[src/rtl/npc_pkg.sv]
package npc_pkg;
  typedef enum logic [3:0] {
    OP_SEQ  = 4'd0,
    OP_BEQ  = 4'd1,
    OP_BNE  = 4'd2,
    OP_BLTZ = 4'd3,
    OP_BLEZ = 4'd4,
    OP_BGTZ = 4'd5,
    OP_BGEZ = 4'd6,
    OP_J    = 4'd7,
    OP_JAL  = 4'd8,
    OP_JR   = 4'd9,
    OP_JALR = 4'd10
  } npc_op_e;

  localparam int unsigned OP_W = 4;
endpackage

[src/rtl/npc_cond.sv]
module npc_cond
  import npc_pkg::*;
#(
  parameter int unsigned XLEN = 32
) (
  input  logic [OP_W-1:0] op_i,
  input  logic [XLEN-1:0] a_i,
  input  logic [XLEN-1:0] b_i,
  output logic            take_o
);
  logic eq, neg, zero;

  assign eq   = (a_i == b_i);
  assign neg  = a_i[XLEN-1];
  assign zero = (a_i == '0);

  always_comb begin
    take_o = 1'b0;
    case (op_i)
      OP_BEQ:  take_o = eq;
      OP_BNE:  take_o = !eq;
      OP_BLTZ: take_o = neg;
      OP_BLEZ: take_o = neg || zero;
      OP_BGTZ: take_o = !neg && !zero;
      OP_BGEZ: take_o = !neg;
      default: take_o = 1'b0;
    endcase
  end
endmodule

[src/rtl/npc_target.sv]
module npc_target #(
  parameter int unsigned XLEN  = 32,
  parameter int unsigned IMM_W = 16,
  parameter int unsigned TGT_W = 26
) (
  input  logic [XLEN-1:0]  pc_i,
  input  logic [IMM_W-1:0] imm_i,
  input  logic [TGT_W-1:0] tgt_i,
  output logic [XLEN-1:0]  seq_o,
  output logic [XLEN-1:0]  br_o,
  output logic [XLEN-1:0]  jmp_o
);
  localparam int unsigned EXT_W = XLEN - IMM_W - 2;
  localparam int unsigned HI_W  = XLEN - TGT_W - 2;

  logic [XLEN-1:0] br_off;

  // word offset, sign-extended and scaled by 4
  assign br_off = {{EXT_W{imm_i[IMM_W-1]}}, imm_i, 2'b00};
  assign seq_o  = pc_i + XLEN'(4);
  assign br_o   = seq_o + br_off;
  assign jmp_o  = {pc_i[XLEN-1 -: HI_W], tgt_i, 2'b00};
endmodule

[src/rtl/npc_pc_reg.sv]
module npc_pc_reg #(
  parameter int unsigned     XLEN     = 32,
  parameter logic [XLEN-1:0] RESET_PC = '0
) (
  input  logic            clk_i,
  input  logic            rst_ni,
  input  logic            load_i,
  input  logic [XLEN-1:0] d_i,
  output logic [XLEN-1:0] q_o
);
  always_ff @(posedge clk_i or negedge rst_ni) begin
    if (!rst_ni)     q_o <= RESET_PC;
    else if (load_i) q_o <= d_i;
  end
endmodule

[src/rtl/npc_unit.sv]
module npc_unit
  import npc_pkg::*;
#(
  parameter int unsigned     XLEN     = 32,
  parameter int unsigned     IMM_W    = 16,
  parameter int unsigned     TGT_W    = 26,
  parameter int unsigned     RIDX_W   = 5,
  parameter logic [XLEN-1:0] RESET_PC = 32'h0040_0000
) (
  input  logic              clk_i,
  input  logic              rst_ni,
  input  logic              advance_i,
  input  logic [OP_W-1:0]   op_i,
  input  logic [IMM_W-1:0]  imm_i,
  input  logic [TGT_W-1:0]  target_i,
  input  logic [RIDX_W-1:0] rd_i,
  input  logic [XLEN-1:0]   rs_val_i,
  input  logic [XLEN-1:0]   rt_val_i,
  output logic [XLEN-1:0]   pc_o,
  output logic [XLEN-1:0]   next_pc_o,
  output logic              taken_o,
  output logic              link_we_o,
  output logic [RIDX_W-1:0] link_idx_o,
  output logic [XLEN-1:0]   link_data_o,
  output logic              align_fault_o
);
  localparam logic [RIDX_W-1:0] LINK_REG = '1;

  logic [XLEN-1:0] pc_q, seq_pc, br_pc, jmp_pc;
  logic            br_take, mis;

  npc_cond #(.XLEN(XLEN)) i_cond (
    .op_i  (op_i),
    .a_i   (rs_val_i),
    .b_i   (rt_val_i),
    .take_o(br_take)
  );

  npc_target #(.XLEN(XLEN), .IMM_W(IMM_W), .TGT_W(TGT_W)) i_tgt (
    .pc_i (pc_q),
    .imm_i(imm_i),
    .tgt_i(target_i),
    .seq_o(seq_pc),
    .br_o (br_pc),
    .jmp_o(jmp_pc)
  );

  assign mis = (rs_val_i[1:0] != 2'b00);

  always_comb begin
    next_pc_o     = seq_pc;
    taken_o       = 1'b0;
    link_we_o     = 1'b0;
    link_idx_o    = rd_i;
    align_fault_o = 1'b0;
    case (op_i)
      OP_BEQ, OP_BNE, OP_BLTZ, OP_BLEZ, OP_BGTZ, OP_BGEZ: begin
        if (br_take) begin
          next_pc_o = br_pc;
          taken_o   = 1'b1;
        end
      end
      OP_J: begin
        next_pc_o = jmp_pc;
        taken_o   = 1'b1;
      end
      OP_JAL: begin
        next_pc_o  = jmp_pc;
        taken_o    = 1'b1;
        link_we_o  = 1'b1;
        link_idx_o = LINK_REG;
      end
      OP_JR, OP_JALR: begin
        if (mis) begin
          align_fault_o = 1'b1;
        end else begin
          next_pc_o = rs_val_i;
          taken_o   = 1'b1;
          link_we_o = (op_i == OP_JALR);
        end
      end
      default: ;
    endcase
  end

  assign link_data_o = seq_pc;

  npc_pc_reg #(.XLEN(XLEN), .RESET_PC(RESET_PC)) i_pc (
    .clk_i (clk_i),
    .rst_ni(rst_ni),
    .load_i(advance_i && !align_fault_o),
    .d_i   (next_pc_o),
    .q_o   (pc_q)
  );

  assign pc_o = pc_q;
endmodule

[config.mk]
export PLATFORM = sky130hd
export DESIGN_NAME = npc_unit
export DESIGN_NICKNAME = d
export VERILOG_FILES = /design/src/rtl/npc_pkg.sv /design/src/rtl/npc_cond.sv /design/src/rtl/npc_target.sv /design/src/rtl/npc_pc_reg.sv /design/src/rtl/npc_unit.sv
export SDC_FILE = /design/constraint.sdc
export NUM_CORES = 1
export LEC_CHECK = 0
export ABC_AREA = 1
export BUFFER_PORTS_ARGS = -buffer_cell sky130_fd_sc_hd__buf_2
export CAP_MARGIN = 20
export CORE_MARGIN = 5
export CORE_UTILIZATION = 30
export DETAILED_ROUTE_END_ITERATION = 8
export HOLD_SLACK_MARGIN = 0.08
export PLACE_DENSITY = 0.51
export SYNTH_ARGS = -nofsm -noshare
export SYNTH_HDL_FRONTEND = slang
export SYNTH_SLANG_ARGS = --single-unit
export TNS_END_PERCENT = 50
[constraint.sdc]
create_clock -name clk_i -period 2.9 [get_ports clk_i]
set_clock_uncertainty 0.2 [all_clocks]
set_input_delay 0.145 -clock clk_i [delete_from_list [all_inputs] [get_ports clk_i]]
set_output_delay 0.145 -clock clk_i [all_outputs]
set_load 0.01 [all_outputs]
==> flow_metrics.py, run 1 <==
metrics = {
    "logic_synthesis": {
        "synth_cell_types": 52,
        "syn_nets": 1165,
        "syn-cell-area_um2": 5850,
        "synth_seq_area_share_pct": 13.7,
        "synth.avg_cell_area_um2": 5.78,
        "ys_warn_count": 0,
        "synthCells": 1011,
        "synth_seq_cells": 32,
    },
    "routing": {
        "antenna_left": 0,
        "detail_route.iter0.violations": 517,
        "drt-pass1-iter-count": 5,
        "vias_per_cell": 4.90,
        "drc": 0,
        "vias": 8479,
        "routed_wl_mm": 31.7,
        "wl_per_cell_um": 18.3,
    },
    "floorplan": {
        "io_pins": 222,
        "dieArea_um2": 22400,
        "start_util_pct": 30.2,
        "dieHeight_um": 150,
        "rows": 51,
        "core_um2": 19300,
        "die-width_um": 150,
    },
    "timing": {
        "postLayoutSetupSlackWorst_ns": -0.741,
        "slew_viol_final": 0,
        "fmaxAchievable_ghz": 0.275,
        "timing.final.crit_share_pct": 126,
        "min_period_ns": 3.64,
        "setup_violations": 49,
        "grt_setup_unrepaired": "true",
        "hold_viol": 0,
        "slew_headroom_pct": 48.6,
        "tightestPinTransition_ns": 0.771,
    },
    "setup_path": {
        "endpoint_kind": "output port",
        "cp.arrival_ns": 3.30,
        "r2r_end": "i_pc.q_o[28]",
        "crit_path_start_kind": "flop",
        "cp_common_cell": "nand2_1",
        "crit_fanout": 4,
        "slowest_stage": "dfrtp_2",
        "slowest_delay_ns": 0.42,
        "worstPathCellList": "nand2_1 -> nor2_2 -> nand2_1 -> nor4_2 -> xnor2_1 -> inv_1 -> ha_4 -> a21oi_1 -> o21ai_2 -> inv_1 -> nand2_2 -> a21oi_4 -> nand2_1 -> nand3_1 -> nand3_1 -> nand2_1 -> nand3_2 -> buf_6",
        "r2r-start": "i_pc.q_o[7]",
        "worstRegToRegCells": 25,
        "criticalPathCategory": "reg2out",
        "required_ns": 2.56,
        "ff2ff_setup_slack_ns": -0.61,
    },
    "outcome": {
        "outcome": "finished, violations left",
        "violations": "negative setup slack",
    },
    "min_path": {
        "min_path_type": "in2reg",
        "holdCritStartpoint": "target_i[8]",
        "hold-path-cell-count": 5,
        "hold_end": "i_pc.q_o[10]",
    },
    "final_layout": {
        "n_antenna_cell": 0,
        "fin_nets": 1619,
        "final_area_um2": 10400,
        "regMostFlops": "i_pc.q_o",
        "stdcell_count": 1731,
        "area.growth.synth_to_final_pct": 77.9,
        "top_regs": "i_pc.q_o: 32 flops",
        "drive_above_1_share_pct": 50.3,
        "largest_reg_flops": 32,
        "utilization_pct": 53.8,
    },
    "placement": {
        "placed_cell_area_um2": 8970,
        "dp.cells": 1690,
        "numPortBuffers": 221,
        "routabilityCongestion": 0.977,
        "hpwl_mm": 26.6,
    },
    "clock_network": {
        "cts-root-buf": "clkbuf_16",
        "insertion_delay_ns": 0.28,
        "cts_tree": "built",
        "clock_sinks": 32,
        "cts_made_buffers": 5,
        "clk_pin_slew_ns": 0.06,
        "clockBufferDepth": 2,
        "cts_max_level": 2,
    },
    "power": {
        "p_seq_share_pct": 9.9,
        "totalPowerFinal_mw": 7.52,
        "power.internal_mw": 3.86,
        "power.leakage_nw": 5.67,
        "switching_share_pct": 48.7,
        "p_per_area_nw_per_um2": 724,
        "clkPwrFrac_pct": 8.0,
        "comb_power_share_pct": 82.1,
        "power.switching_mw": 3.66,
        "ir_drop_v": 0.000233,
    },
    "grt": {
        "track_usage_pct": 27.2,
        "grt_first_pass_wirelength_mm": 46.3,
        "antenna_found_initial": 0,
        "grt_max_degree": 33,
        "first_global_vias": 8273,
        "overflow": 0,
    },
    "run": {
        "cap_violations": 0,
    },
}
## Yosys cell counts, drive strengths merged
| cell type | n | area [um^2] |
|---|---|---|
| nor4 | 2 | 12.5 |
| o211ai | 2 | 15.0 |
| buf | 15 | 116 |
| nor3 | 12 | 76.3 |
| o21ai | 22 | 125 |
| fa | 1 | 20.0 |
| clkbuf | 3 | 11.3 |
| nand3b | 11 | 90.1 |
| nand4 | 13 | 81.3 |
| o2bb2ai | 1 | 8.76 |
| a31oi | 1 | 6.26 |
| nor2 | 112 | 460 |
| a21o | 3 | 22.5 |
| o21bai | 4 | 30.0 |
| a211oi | 2 | 15.0 |
| o22ai | 2 | 18.8 |
| or2 | 11 | 68.8 |
| o221ai | 1 | 8.76 |
| clkinv | 1 | 3.75 |
| dfstp | 1 | 26.3 |
| ha | 35 | 438 |
| a22o | 13 | 114 |
| xnor2 | 36 | 315 |
| nand2 | 373 | 1430 |
| xor2 | 28 | 245 |
| a21boi | 1 | 7.51 |
| and2 | 1 | 6.26 |
| a21oi | 48 | 259 |
| nand3 | 88 | 503 |
| dfrtp | 31 | 776 |
| a221oi | 3 | 26.3 |
| inv | 134 | 510 |
## logic make-up after synthesis
group | synth area share [%]
and+or+nand+nor | 46.6
buffers and inverters | 11.0
AOI/OAI and AO/OA | 11.2
xor gates and xnor gates | 9.59
adders and majority gates | 7.83
DFF | 13.7
## worst max-delay path: cells and delay by family, from the launching register on
family                     cells  cell delay [ns]
xor gates and xnor gates       1             0.18
and+or+nand+nor               10             1.17
buffers and inverters          3             0.36
DFF                            1             0.42
AOI/OAI and AO/OA              3             0.62
adders and majority gates      1             0.26
## power groups by stage
stage / combinational [mW] / clock (mW) / sequential [mW]
CTS: 5.58 / 0.617 / 0.738
global route: 6.62 / 0.642 / 0.764
global placement: 5.16 / 0 / 0.739
detailed placement: 5.15 / 0 / 0.742
floorplan: 2.26 / 0 / 0.855
finish: 6.18 / 0.605 / 0.742
## layer usage
layer / track usage [%] / share of wire, % / vias up
met1: 33.5 / 41 / 3925
met5: 0 / 0 / -
met4: 10.1 / 3.7 / 0
li1: - / - / 4125
met3: 5.69 / 8.0 / 57
met2: 46.7 / 47 / 372
## stage by stage
step	worst slack [ns]	hold WS (ns)	TNS, ns
detailed placement	-0.627	0.0653	-21.88
global placement	-0.611	0.0689	-21.17
CTS	-0.748	0.0852	-22.46
floorplan	-0.164	-0.351	-1.43
finish	-0.741	0.0902	-20.95
global route	-0.961	0.0968	-30.34
## what timing repair did
item	4_1_cts	5_1_grt
cloned	0	0
gates resized for setup	98	139
pin swaps	26	59
hold buffers	2	0
buffers inserted	13	17
hold endpoints to repair	33	0
endpoints found under the setup margin	52	52
## cell usage in the layout (no fill, tap or decap), types with 4 or more instances in the layout
| cell | n |
|---|---|
| a21oi_1 | 20 |
| a21oi_2 | 24 |
| a21oi_4 | 4 |
| a22o_1 | 13 |
| buf_2 | 211 |
| buf_4 | 231 |
| buf_6 | 18 |
| clkbuf_16 | 5 |
| dfrtp_1 | 24 |
| dfrtp_2 | 7 |
| ha_1 | 19 |
| ha_4 | 15 |
| inv_1 | 105 |
| inv_2 | 23 |
| inv_4 | 5 |
| nand2_1 | 312 |
| nand2_2 | 46 |
| nand2_4 | 15 |
| nand3_1 | 54 |
| nand3_2 | 28 |
| nand3_4 | 6 |
| nand3b_1 | 9 |
| nand4_1 | 13 |
| nor2_1 | 72 |
| nor2_2 | 19 |
| nor2_4 | 21 |
| nor3_2 | 5 |
| nor3_4 | 5 |
| o21ai_0 | 10 |
| o21ai_2 | 8 |
| o21bai_1 | 4 |
| or2_2 | 7 |
| or2_4 | 4 |
| xnor2_1 | 31 |
| xor2_1 | 20 |
| xor2_2 | 7 |
## how the worst max path moves through the flow
stage	startpoint	to	slack (ns)	cells past startpoint
finish	i_pc.q_o[18]	next_pc_o[31]	-0.74	18
global route	i_pc.q_o[7]	next_pc_o[31]	-0.96	22
CTS	i_pc.q_o[2]	next_pc_o[23]	-0.75	23
floorplan	i_pc.q_o[2]	i_pc.q_o[25]	-0.16	18
detailed placement	i_pc.q_o[4]	next_pc_o[29]	-0.63	18
global placement	i_pc.q_o[18]	next_pc_o[28]	-0.61	19
## area by class of cell
class | count | area [um^2]
multi-input combinational | 826 | 5490
timing repair buffer | 465 | 3080
sequential | 32 | 811
clock inverter | 2 | 35.0
inverter | 135 | 526
tap | 265 | 332
fill | 2026 | 8940
clock buffer | 6 | 129
(Power assumes the default switching activity.)
==> run 2: changes to the inputs <==
--- a/config.mk
+++ b/config.mk
@@ -11,6 +11,7 @@
 export CORE_MARGIN = 5
 export CORE_UTILIZATION = 30
 export DETAILED_ROUTE_END_ITERATION = 8
+export GPL_TIMING_DRIVEN = 0
 export HOLD_SLACK_MARGIN = 0.08
 export PLACE_DENSITY = 0.51
 export SYNTH_ARGS = -nofsm -noshare
==> run 2 against run 1 <==
Effect of this change:
- the run still ends with negative setup slack left
- routed wire length shrank 3.2%
- via count shrank 7.3%
- design area shrank 7.6%
- register-to-register slack lost 0.09 ns
- core utilization shrank 4.1 points
- critical path type unchanged
- setup slack lost 0.043 ns
- highest routed layer unchanged
- global-route usage shrank 0.46 points
- sequential share of layout area grew 0.78 points
==> flow_metrics.py, run 2 (synthesis results as in run 1) <==
metrics = {
    "clock_network": {
        "cts-root-buf": "clkbuf_16",
        "clk_pin_slew_ns": 0.06,
        "cts_max_level": 2,
        "clock_sinks": 32,
        "clockBufferDepth": 2,
        "insertion_delay_ns": 0.29,
        "cts_made_buffers": 5,
        "cts_tree": "built",
    },
    "grt": {
        "track_usage_pct": 26.7,
        "busiest_layer": "met2",
        "groute.layer.met2.usage_pct": 44.7,
        "met3_usage_pct": 5.06,
        "use_met1_pct": 34.5,
        "first_global_vias": 7844,
        "grt_first_pass_wirelength_mm": 45.2,
        "grt_max_degree": 33,
        "antenna_found_initial": 1,
        "overflow": 0,
    },
    "final_layout": {
        "n_fill_cell": 1987,
        "n_antenna_cell": 0,
        "regMostFlops": "i_pc.q_o",
        "fin_nets": 1472,
        "stdcell_count": 1584,
        "final_common_cell": "nand2_1",
        "final_area_um2": 9610,
        "drive_above_1_share_pct": 47.4,
        "largest_reg_flops": 32,
        "top_regs": "i_pc.q_o: 32 flops",
        "area.growth.synth_to_final_pct": 64.4,
        "final_cell_mix": "306 x nand2_1, 217 x buf_2, 100 x inv_1",
        "utilization_pct": 49.7,
    },
    "placement": {
        "routabilityCongestion": 0.966,
        "hpwl_mm": 24.7,
        "place_ws_ns": -0.989,
        "placed_cell_area_um2": 7490,
        "dp.cells": 1497,
        "numPortBuffers": 221,
    },
    "setup_path": {
        "slowest_delay_ns": 0.45,
        "crit_path_start_kind": "flop",
        "cp.arrival_ns": 3.34,
        "required_ns": 2.56,
        "cp.depth": 22,
        "cp_common_cell": "nand2_1",
        "path_delay_family": "simple AND/OR/NAND/NOR gates",
        "crit_fanout": 4,
        "worstRegToRegCells": 21,
        "endpoint_kind": "output port",
        "cp.buffers_inverters": 5,
        "slowest_stage": "dfrtp_2",
        "worstPathCellList": "ha_4 -> inv_4 -> nor2_4 -> nand2_4 -> nor3_4 -> buf_4 -> xor2_4 -> ha_4 -> nand2_4 -> inv_1 -> nand2_4 -> inv_1 -> nand2_1 -> nand2_1 -> nand2_1 -> nand3_1 -> nand2_1 -> nand2_1 -> nand2_1 -> nand3_2 -> nand3_4 -> buf_6",
        "criticalPathCategory": "reg2out",
    },
    "timing": {
        "hold_viol": 0,
        "slew_headroom_pct": 47.2,
        "fmaxAchievable_ghz": 0.271,
        "tightestPinTransition_ns": 0.792,
        "setup_violations": 47,
        "grt_setup_unrepaired": "true",
        "timing.final.crit_share_pct": 127,
        "fin_setup_tns_ns": -22.01,
        "min_period_ns": 3.68,
        "slew_viol_final": 0,
        "hold_ws_ns": 0.107,
        "postLayoutSetupSlackWorst_ns": -0.784,
    },
    "power": {
        "p_per_area_nw_per_um2": 701,
        "power.leakage_nw": 4.97,
        "comb_power_share_pct": 79.3,
        "totalPowerFinal_mw": 6.74,
        "ir_drop_v": 0.000238,
        "power.switching_mw": 3.58,
        "power.internal_mw": 3.16,
        "p_seq_share_pct": 12.9,
        "clkPwrFrac_pct": 7.8,
        "switching_share_pct": 53.1,
    },
    "routing": {
        "detail_route.iter0.violations": 504,
        "antenna_left": 0,
        "wl_per_cell_um": 19.4,
        "vias_per_cell": 4.96,
        "routed_wl_mm": 30.7,
        "drt-pass1-iter-count": 5,
        "drc": 0,
        "vias": 7857,
    },
    "outcome": {
        "violations": "negative setup slack",
        "outcome": "finished, violations left",
    },
    "floorplan": {
        "die-width_um": 150,
        "start_util_pct": 30.2,
        "core_um2": 19300,
        "dieArea_um2": 22400,
        "dieHeight_um": 150,
        "rows": 51,
        "io_pins": 222,
    },
    "min_path": {
        "hold-path-cell-count": 5,
        "min_path_type": "in2reg",
    },
    "run": {
        "cap_violations": 0,
    },
}
[run 2: changes by cell type in the layout (fill, tap and decap cells not counted), sizes merged]
cell / change
buf: -151
bufinv: -1
clkbuf: +4
dlygate4sd3: +1
[run 2: worst min-delay path, delay by kind of cell]
family	cells	cell delay (ns)
AND/OR/NAND/NOR	3	0.22
buffers and inverters	1	0.10
AO/OA/AOI/OAI	1	0.09
[run 2: power by group through the flow]
| stage | registers [mW] | logic [mW] | clock network [mW] |
|---|---|---|---|
| 2_1_floorplan | 0.855 | 2.26 | 0 |
| 3_3_place_gp | 0.859 | 3.70 | 0 |
| 3_5_place_dp | 0.857 | 3.71 | 0 |
| 4_1_cts | 0.847 | 4.95 | 0.526 |
| 5_1_grt | 0.895 | 5.74 | 0.550 |
| 6_report | 0.871 | 5.35 | 0.524 |
[run 2: timing repair]
item | 4_1_cts | 5_1_grt
hold endpoints to repair | 35 | 0
endpoints found under the setup margin | 51 | 51
pin swaps | 70 | 54
buffers inserted | 65 | 13
hold buffers | 3 | 0
gates resized for setup | 227 | 76
[run 2: metal layers]
layer  share of wire [%]  up-vias  wire (um)
met3                 8.1       57       2500
met5                   0        -          0
li1                    -     3825          -
met2                  47      364      14300
met1                  41     3611      12700
met4                 4.0        0       1240
[run 2: area by class of cell]
class	instances	area (um^2)	share of cell area, %
multi-input combinational	826	5840	60.8
timing repair buffer	300	1820	19.0
sequential	32	825	8.58
inverter	135	526	5.47
tap	265	332	3.45
clock buffer	7	133	1.38
buffer	18	128	1.33
clock inverter	1	5.00	0.0521
[run 2: worst paths after layout]
check                           slack (ns)            end         from
max in group asynchronous             1.68   i_pc.q_o[14]       rst_ni
worst min register to register        0.37    i_pc.q_o[0]  i_pc.q_o[0]
min in group asynchronous             0.28   i_pc.q_o[24]       rst_ni
worst max register to register       -0.70   i_pc.q_o[29]  i_pc.q_o[2]
worst min-delay path                  0.11   i_pc.q_o[10]  target_i[8]
worst max-delay path                 -0.78  next_pc_o[26]  i_pc.q_o[2]
==> run 3: changes to the inputs <==
--- a/config.mk
+++ b/config.mk
@@ -8,12 +8,14 @@
 export ABC_AREA = 1
 export BUFFER_PORTS_ARGS = -buffer_cell sky130_fd_sc_hd__buf_2
 export CAP_MARGIN = 20
+export CELL_PAD_IN_SITES_DETAIL_PLACEMENT = 2
+export CELL_PAD_IN_SITES_GLOBAL_PLACEMENT = 2
 export CORE_MARGIN = 5
-export CORE_UTILIZATION = 30
+export CORE_UTILIZATION = 22
 export DETAILED_ROUTE_END_ITERATION = 8
 export GPL_TIMING_DRIVEN = 0
 export HOLD_SLACK_MARGIN = 0.08
-export PLACE_DENSITY = 0.51
+export PLACE_DENSITY = 0.74
 export SYNTH_ARGS = -nofsm -noshare
 export SYNTH_HDL_FRONTEND = slang
 export SYNTH_SLANG_ARGS = --single-unit
==> run 3 against run 2 <==
Effect of this change:
- the run still ends with negative setup slack left
- global-route usage down 0.32 points
- register-to-register slack got worse by 0.34 ns
- count of clock-buffer cells in the layout is the same
- routed wire length rose by 63%
- sequential power up 6.1%
- via count is 18% higher
- sequential share of layout area down 0.92 points
- sequential cell count is the same
- total power rose by 32%
- critical path depth shrank 6
- core utilization fell by 8.4 points
- design area is 12% higher
- critical path type unchanged
- highest routed layer is now met5
==> flow_metrics.py, run 3 (synthesis results as in run 1) <==
metrics = {
    "clock_network": {
        "insertion_delay_ns": 0.31,
        "cts_max_level": 2,
        "clock_sinks": 32,
        "clk_pin_slew_ns": 0.07,
        "cts-root-buf": "clkbuf_16",
        "cts_tree": "built",
        "clockBufferDepth": 2,
        "cts_made_buffers": 5,
    },
    "placement": {
        "hpwl_mm": 28.8,
        "dp.cells": 1567,
        "place_ws_ns": -1.04,
        "routabilityCongestion": 0.892,
        "numPortBuffers": 221,
        "placed_cell_area_um2": 7580,
    },
    "routing": {
        "antenna_left": 0,
        "drt-pass1-iter-count": 7,
        "vias": 9294,
        "detail_route.iter0.violations": 580,
        "routed_wl_mm": 49.9,
        "wl_per_cell_um": 29.2,
        "drc": 0,
        "vias_per_cell": 5.44,
    },
    "floorplan": {
        "dieArea_um2": 29900,
        "rows": 59,
        "die-width_um": 173,
        "io_pins": 222,
        "start_util_pct": 22.4,
        "core_um2": 26100,
        "dieHeight_um": 173,
    },
    "run": {
        "cap_violations": 0,
    },
    "final_layout": {
        "drive_above_1_share_pct": 54.6,
        "fin_nets": 1527,
        "final_cell_mix": "280 x nand2_1, 216 x buf_2, 119 x buf_4",
        "n_antenna_cell": 0,
        "utilization_pct": 41.3,
        "final_area_um2": 10800,
        "largest_reg_flops": 32,
        "top_regs": "i_pc.q_o: 32 flops",
        "regMostFlops": "i_pc.q_o",
        "area.growth.synth_to_final_pct": 84.7,
        "final_common_cell": "nand2_1",
        "stdcell_count": 1709,
    },
    "grt": {
        "first_global_vias": 9629,
        "track_usage_pct": 26.4,
        "antenna_found_initial": 4,
        "grt_first_pass_wirelength_mm": 60.7,
        "grt_max_degree": 33,
        "overflow": 0,
    },
    "timing": {
        "setup_violations": 52,
        "slew_viol_final": 0,
        "fmaxAchievable_ghz": 0.236,
        "tightestPinTransition_ns": 0.955,
        "grt_setup_unrepaired": "true",
        "timing.final.crit_share_pct": 146,
        "slew_headroom_pct": 36.3,
        "postLayoutSetupSlackWorst_ns": -1.34,
        "fin_setup_tns_ns": -41.22,
        "hold_ws_ns": 0.126,
        "hold_viol": 0,
        "min_period_ns": 4.24,
    },
    "setup_path": {
        "endpoint_kind": "output port",
        "crit_path_start_kind": "flop",
        "crit_fanout": 5,
        "criticalPathCategory": "reg2out",
        "required_ns": 2.56,
        "cp.arrival_ns": 3.89,
    },
    "power": {
        "p_per_area_nw_per_um2": 823,
        "power.leakage_nw": 5.43,
        "totalPowerFinal_mw": 8.89,
        "ir_drop_v": 0.000276,
    },
    "min_path": {
        "min_path_type": "in2reg",
    },
    "outcome": {
        "outcome": "finished, violations left",
        "violations": "negative setup slack",
    },
}
## run 3: final timing paths
kind | to | cells after the start | slack [ns] | startpoint
worst max-delay path | next_pc_o[25] | 16 | -1.34 | i_pc.q_o[17]
worst min-delay path | i_pc.q_o[26] | 5 | 0.13 | rs_val_i[26]
worst max register to register | i_pc.q_o[25] | 17 | -1.04 | i_pc.q_o[17]
worst min register to register | i_pc.q_o[21] | 2 | 0.43 | i_pc.q_o[21]
max in group asynchronous | i_pc.q_o[19] | 2 | 1.48 | rst_ni
min in group asynchronous | i_pc.q_o[7] | 2 | 0.33 | rst_ni
## run 3: layout make-up
class | count | area, um^2
clock buffers | 7 | 153
clock inverters | 1 | 30.0
inverters | 135 | 523
fillers | 3125 | 15300
well taps | 335 | 419
plain buffers | 18 | 128
repair buffers | 355 | 2290
flip-flops and latches | 32 | 827
multi-input cells | 826 | 6420
## run 3: critical path, stage by stage, from the launching register on
cell and delay, ns:
dfrtp_2 0.46, nand2_1 0.18, nor2_1 0.24, nand2_1 0.20, nor4_4 0.46, xnor2_2 0.19, inv_2 0.12, ha_4 0.31
a21oi_4 0.20, nor2_2 0.08, nor2_2 0.18, a21boi_2 0.23, nand3_2 0.16, or2_4 0.27, nand3_2 0.07, nand3_2 0.09
buf_6 0.14
## run 3: where the power goes
group / leakage, nW / total (mW) / switching (mW) / internal, mW
combinational: 4.96 / 7.25 / 4.41 / 2.84
clock: 0.0901 / 0.715 / 0.261 / 0.454
sequential: 0.382 / 0.924 / 0.321 / 0.603
## run 3: layer usage
| metal | global-route usage (%) | routed length, um | vias up |
|---|---|---|---|
| met4 | 10.8 | 3080 | 8 |
| met3 | 4.43 | 3420 | 204 |
| li1 | - | - | 3928 |
| met2 | 47.9 | 24600 | 513 |
| met1 | 30.8 | 18700 | 4641 |
| met5 | 0 | 61 | - |
## run 3: repair_timing
| item | in CTS | in global routing |
|---|---|---|
| resized for setup | 253 | 183 |
| hold buffers | 3 | 0 |
| setup endpoints to repair | 51 | 52 |
| setup buffers | 76 | 58 |
| hold endpoints to repair | 34 | 0 |
| pin swaps | 83 | 117 |
